### src/rtl/hop_head_stage.sv
// Upstream hop: one register plus a pass-through path into the next hop.
// Its ready looks only at its own flag and the next hop's registered busy flag.
module hop_head_stage #(
    parameter int unsigned DATA_W = 16
) (
    input  logic              clk_i,
    input  logic              rst_ni,
    input  logic              bypass_i,
    input  logic              in_valid_i,
    output logic              in_ready_o,
    input  logic [DATA_W-1:0] in_data_i,
    output logic              out_valid_o,
    input  logic              out_ready_i,
    output logic [DATA_W-1:0] out_data_o,
    input  logic              next_busy_i
);

    typedef struct packed {
        logic              full;
        logic [DATA_W-1:0] data;
    } slot_t;

    slot_t slot_d, slot_q;
    logic  in_fire;

    always_comb begin
        slot_d  = slot_q;
        in_fire = 1'b0;
        if (bypass_i) begin
            in_ready_o  = out_ready_i;
            out_valid_o = in_valid_i;
            out_data_o  = in_data_i;
        end else begin
            in_ready_o  = !slot_q.full || !next_busy_i;
            out_valid_o = slot_q.full || in_valid_i;
            out_data_o  = slot_q.full ? slot_q.data : in_data_i;
            in_fire     = in_valid_i && in_ready_o;
            // Capture when a held word leaves while a new one arrives,
            // or when an arriving word cannot pass straight through.
            if (in_fire && (slot_q.full == out_ready_i)) begin
                slot_d.data = in_data_i;
            end
            if (slot_q.full) begin
                slot_d.full = out_ready_i ? in_fire : 1'b1;
            end else begin
                slot_d.full = in_fire && !out_ready_i;
            end
        end
    end

    always_ff @(posedge clk_i or negedge rst_ni) begin
        if (!rst_ni) begin
            slot_q <= '0;
        end else begin
            slot_q <= slot_d;
        end
    end

endmodule

### src/rtl/hop_tail_stage.sv
// Downstream hop: one output register; it reports its registered fullness
// upstream so that the head never needs the consumer's ready.
module hop_tail_stage #(
    parameter int unsigned DATA_W = 16
) (
    input  logic              clk_i,
    input  logic              rst_ni,
    input  logic              bypass_i,
    input  logic              in_valid_i,
    output logic              in_ready_o,
    input  logic [DATA_W-1:0] in_data_i,
    output logic              out_valid_o,
    input  logic              out_ready_i,
    output logic [DATA_W-1:0] out_data_o,
    output logic              busy_o
);

    typedef struct packed {
        logic              full;
        logic [DATA_W-1:0] data;
    } slot_t;

    slot_t slot_d, slot_q;
    logic  in_fire;

    always_comb begin
        slot_d  = slot_q;
        in_fire = 1'b0;
        if (bypass_i) begin
            in_ready_o  = out_ready_i;
            out_valid_o = in_valid_i;
            out_data_o  = in_data_i;
        end else begin
            in_ready_o  = !slot_q.full || out_ready_i;
            out_valid_o = slot_q.full;
            out_data_o  = slot_q.data;
            in_fire     = in_valid_i && in_ready_o;
            slot_d.full = in_fire || (slot_q.full && !out_ready_i);
            if (in_fire) begin
                slot_d.data = in_data_i;
            end
        end
        busy_o = bypass_i || slot_q.full;
    end

    always_ff @(posedge clk_i or negedge rst_ni) begin
        if (!rst_ni) begin
            slot_q <= '0;
        end else begin
            slot_q <= slot_d;
        end
    end

endmodule

### src/rtl/hop_pair_buffer.sv
module hop_pair_buffer #(
    parameter int unsigned DATA_W = 16
) (
    input  logic              clk_i,
    input  logic              rst_ni,
    input  logic              cfg_head_byp_i,
    input  logic              cfg_tail_byp_i,
    input  logic              up_valid_i,
    output logic              up_ready_o,
    input  logic [DATA_W-1:0] up_data_i,
    output logic              dn_valid_o,
    input  logic              dn_ready_i,
    output logic [DATA_W-1:0] dn_data_o
);

    logic              mid_valid;
    logic              mid_ready;
    logic [DATA_W-1:0] mid_data;
    logic              tail_busy;

    hop_head_stage #(.DATA_W(DATA_W)) head_i (
        .clk_i       (clk_i),
        .rst_ni      (rst_ni),
        .bypass_i    (cfg_head_byp_i),
        .in_valid_i  (up_valid_i),
        .in_ready_o  (up_ready_o),
        .in_data_i   (up_data_i),
        .out_valid_o (mid_valid),
        .out_ready_i (mid_ready),
        .out_data_o  (mid_data),
        .next_busy_i (tail_busy)
    );

    hop_tail_stage #(.DATA_W(DATA_W)) tail_i (
        .clk_i       (clk_i),
        .rst_ni      (rst_ni),
        .bypass_i    (cfg_tail_byp_i),
        .in_valid_i  (mid_valid),
        .in_ready_o  (mid_ready),
        .in_data_i   (mid_data),
        .out_valid_o (dn_valid_o),
        .out_ready_i (dn_ready_i),
        .out_data_o  (dn_data_o),
        .busy_o      (tail_busy)
    );

endmodule

### config.mk
export PLATFORM = sky130hd
export DESIGN_NAME = hop_pair_buffer
export DESIGN_NICKNAME = d
export VERILOG_FILES = /design/src/rtl/hop_head_stage.sv /design/src/rtl/hop_tail_stage.sv /design/src/rtl/hop_pair_buffer.sv
export SDC_FILE = /design/constraint.sdc
export NUM_CORES = 1
export LEC_CHECK = 0
export BUFFER_PORTS_ARGS = -buffer_cell sky130_fd_sc_hd__buf_2
export CORE_UTILIZATION = 50
export CTS_BUF_LIST = sky130_fd_sc_hd__clkbuf_8
export DETAILED_ROUTE_END_ITERATION = 7
export PLACE_DENSITY = 0.73
export SLEW_MARGIN = 20
export SYNTH_ARGS = -nofsm -noshare
export SYNTH_HDL_FRONTEND = slang
export SYNTH_HIERARCHICAL = 1
export SYNTH_SLANG_ARGS = --single-unit
### constraint.sdc
create_clock -name clk_i -period 2 [get_ports clk_i]
set_clock_uncertainty 0.15 [all_clocks]
set_input_delay 0.1 -clock clk_i [delete_from_list [all_inputs] [get_ports clk_i]]
set_output_delay 0.1 -clock clk_i [all_outputs]
set_load 0.05 [all_outputs]
### Yosys cells after proc, flatten, opt, wreduce, memory -nomap -nowiden

Cells that the tools add are included.

* reductions and logical operators: 17
* muxes and demuxes: 9
* equal/unequal tests: 1
* $add $sub $neg: 0
* magnitude comparators: 0
* multiply operators: 0
* shift operators: 0
* bitwise logic cells: 2
* div/mod/pow operators: 0

Operators with widths (count)
* 16-bit 2-to-1 mux: 3
* 1-bit 2-to-1 mux: 6
* 1-bit logical AND: 5
* 1-bit zero test: 5
* 1-bit logical OR: 5
* 2-bit AND reduction: 2
* 1-bit NOT: 2
* 1-bit == test: 1

* word-level logic and storage cells: 33
* memories kept: 0
* register bits: 34
* latch bits: 0
* RAM bits: 0
* bits of input ports: 22
* bits in read-only memories: 0

### Depth between registers and ports, before layout

* depth in word-level cells: 6
* mapped depth: 9
* depth with buffers taken out: 6

### By module

Netlist, hierarchy kept.

By module, submodules not included
* hop_head_stage: cells each 129, sequential area each 425.4 sq um, times used 1, area an instance 1290.0 sq um
* hop_tail_stage: cells each 60, sequential area each 425.4 sq um, times used 1, area an instance 919.6 sq um

### Worst setup path after synthesis

No wires, ideal clock.

* path type: register -> register
* from: register head_i/slot_q[16] (netlist bit)
* to: register tail_i/slot_q[0] (netlist bit)
* library setup time: 0.125 ns
* buffers on the path: 3
* cell stages (with the launch flop): 10
* data arrival time: 1.845 ns
* required time: 1.725 ns
* setup slack: -0.120 ns
* cells stage by stage: dfrtp_1 > buf_4 > inv_1 > nor2_4 > buf_4 > or2_2 > nand2b_4 > a21oi_4 > buf_12 > mux2_4

* word-level cells in the longest chain between the ends: 4
* elaborated cells between the ends (all ways): 6

Ends and longest elaborated chain
* start: declaration: RTL line hop_head_stage.sv:23 `slot_t slot_d, slot_q;`
* start signal: assignment: RTL line hop_head_stage.sv:55 `slot_q <= slot_d;`
* 1-bit logical OR: RTL line hop_head_stage.sv:35 `out_valid_o = slot_q.full || in_valid_i;`
* 1-bit 2-to-1 mux: RTL line hop_head_stage.sv:29 `if (bypass_i) begin`
* net mid_valid: RTL line hop_pair_buffer.sv:16 `logic mid_valid;`
* 1-bit logical AND: RTL line hop_tail_stage.sv:37 `in_fire = in_valid_i && in_ready_o;`
* 2-bit AND reduction (no line)
* end signal: assignment: RTL line hop_tail_stage.sv:50 `slot_q <= slot_d;`
* end: declaration: RTL line hop_tail_stage.sv:23 `slot_t slot_d, slot_q;`

The timed path passes the listed nets, and every way through them passes these cells.
A chain may end at the register's enable or synchronous reset.

### Worst setup path after layout

* from: register head_i/slot_q[16] (netlist bit)
* to: output dn_data_o[15]

* word-level cells in the longest chain between the ends: 3

Ends and longest elaborated chain
* 16-bit 2-to-1 mux: RTL line hop_head_stage.sv:36 `out_data_o = slot_q.full ? slot_q.data : in_data_i;`
* 16-bit 2-to-1 mux: RTL line hop_head_stage.sv:29
* net mid_data[15]: RTL line hop_pair_buffer.sv:18 `logic [DATA_W-1:0] mid_data;`
* 16-bit 2-to-1 mux: RTL line hop_tail_stage.sv:29 `if (bypass_i) begin`
* end: declaration: RTL line hop_pair_buffer.sv:13 `output logic [DATA_W-1:0] dn_data_o`

The timed path passes the listed nets, and every way through them passes these cells.

==> flow_summary.yaml <==
cts:
  cts.clk_slew.worst_paths_ns: 0.07
  clkLatencyLatePin_ns: 0.29
  cts.path.max_buffers: 2
  clock_sinks: 34
  htreeDepth: 2
  root_buffer: "clkbuf_8"
  cts_tree: "yes"
  numCtsBuffers: 5
timing:
  setup_viol: 17
  worstMarginPinSlew_ns: 0.791
  period_share_pct: 104
  whs_ns: 0.0945
  hold_viol_final: 0
  slew_viol_final: 0
  fmax_mhz: 479
  slew-limit-headroom_pct: 47.3
  period_minus_slack_ns: 2.09
  setup_ws_ns: -0.0865
  rsz0062_at_grt: "yes"
placement:
  port_buffers: 39
  hpwl_mm: 3.33
  gp_congestion: 0.760
  dp_cells: 273
synth:
  syn_avg_cell_area_um2: 11.7
  synth_ff_type: "dfrtp_1"
  synth_edf_count: 0
  yosysSeqAreaShare_pct: 38.5
  ys_types: 35
  ys_ff_latch: 34
  syn-num-nets: 211
  ys_warn_count: 6
  syn-cell-area_um2: 2210
  netlist_instances: 189
  async_flop_share_pct: 100
floorplan:
  pin_count: 40
  chipHeight_um: 68.5
  initial_core_util_pct: 53.7
  num_rows: 23
  dieArea_um2: 4690
  core_area_um2: 4120
  fp.dieW_um: 68.5
final_layout:
  fillers: 266
  multi_input_area_um2: 1260
  layout_commonest_cell: "dfrtp_1"
  area_delta_synth_final_pct: 36.1
  seqCellArea_um2: 851
  drive_gt1_share_pct: 51.9
  final_core_util_pct: 73.1
  fin_cells: 308
  antennaDiodeCount: 0
  fin_nets: 279
  layout_common_cells: "dfrtp_1 (34), mux2_4 (28), buf_2 (21), mux2_2 (21)"
route:
  ant_nets: 0
  avgViaCountPerCell: 5.64
  vias: 1737
  first_pass_iters: 4
  drt_iter0_drc: 120
  wl_met2_mm: 2.54
  wl_met3_um: 335
  top_layer: "met4"
  wire_per_inst_um: 17.8
  drcViolationCount: 0
  routed_wl_mm: 5.47
  met1Wirelength_mm: 2.58
grt:
  grt_pass1_vias: 1686
  grt-ovfl-total: 0
  grt_use_total_pct: 24.8
  grt_max_degree: 35
  antenna_found_initial: 0
  grt_pass1_wl_mm: 8.22
outcome:
  violations: "setup timing"
  outcome: "finished with violations"
worst_setup_path:
  worst_setup_path_end_kind: "output port"
  worstSetupStartpointType: "flop"
  worstPathRequired_ns: 1.75
  arrival_ns: 1.84
  path_class: "reg2out"
  worstPathMaxFanout: 3
min_path:
  hold_path_class: "in2reg"
pwr:
  max-vdd-ir-drop_mv: 0.788
  p_total_mw: 3.01
  p_leak_nw: 1.37
  p_per_area_nw_per_um2: 1000
run:
  drv_cap: 0
[synth_stat cells (2+ instances only)]
library cell	count	area, µm²
buf_4	5	37.5
mux2_2	38	428
nand3_1	2	10.0
nand2b_1	3	18.8
dfrtp_1	34	851
o311ai_0	3	26.3
o211ai_1	2	15.0
or2_2	2	12.5
o41ai_1	6	52.6
clkbuf_1	2	7.51
nor2b_1	4	25.0
buf_6	2	22.5
buf_2	5	25.0
inv_1	17	63.8
nand2_1	17	63.8
o311ai_1	11	96.3
mux2_4	10	150
o21ai_0	2	10.0
o41ai_2	8	130
[worst max-delay path, stage by stage, from the launching register on]
cell	delay (ns)
dfrtp_1	0.39
inv_4	0.05
nor2_4	0.11
buf_4	0.13
buf_6	0.10
mux2_4	0.31
mux2_2	0.29
buf_8	0.15
[cell families after synthesis]
logic type	after synthesis	synth area share, %
simple gates	35	9.34
flops	34	38.5
buf+inv	33	8.21
mux	49	26.7
compound gates	38	17.3
[layer usage]
layer | vias to the layer above | global-route usage, %
met3 | 2 | 7.00
met1 | 846 | 34.6
met2 | 62 | 37.4
li1 | 827 | -
met5 | - | 0
met4 | 0 | 6.77
[state kept, by name, indices dropped and copies added, names as in the netlist]
signal,count
head_i/slot_q,17
tail_i/slot_q,17
[path summary, 6_finish.rpt]
path	from	cells past startpoint	end	slack, ns
worst max register to register	head_i/slot_q[16]	9	tail_i/slot_q[7]	0.04
worst min register to register	tail_i/slot_q[7]	1	tail_i/slot_q[7]	0.36
max in group asynchronous	rst_ni	2	tail_i/slot_q[6]	0.92
worst min-delay path	dn_ready_i	4	tail_i/slot_q[16]	0.09
worst max-delay path	head_i/slot_q[16]	7	dn_data_o[15]	-0.09
min in group asynchronous	rst_ni	2	head_i/slot_q[11]	0.27
[where the power goes]
part	total (mW)	internal [mW]	switching, mW
Combinational	1.43	0.695	0.734
Clock	0.543	0.277	0.267
Sequential	1.04	0.904	0.133
[layout make-up]
| type | instances | share of cell area (%) |
|---|---|---|
| clock inverter | 2 | 0.416 |
| inverter | 17 | 2.21 |
| tap | 50 | 2.08 |
| multi-input combinational | 122 | 41.9 |
| timing repair buffer | 77 | 22.4 |
| sequential | 34 | 28.3 |
| clock buffer | 6 | 2.75 |
[what timing repair did]
item | CTS | global route
setup buffers | 6 | 3
setup endpoints to repair | 27 | 31
hold buffers | 18 | 0
pin swaps | 2 | 2
endpoints found under the hold margin | 51 | 0
resized for setup | 46 | 16
[stage by stage]
step           instance area [µm²]  setup TNS, ns  worst slack [ns]
6_report                      3010         -0.817           -0.0865
5_1_grt                       3010          -2.04            -0.159
4_1_cts                       2920          -1.37            -0.104
3_5_place_dp                  2450        -0.0325           -0.0153
3_3_place_gp                  2450              0            0.0927
2_1_floorplan                 2230         -0.200           -0.0200
Power figures use the tool's default switching activity.
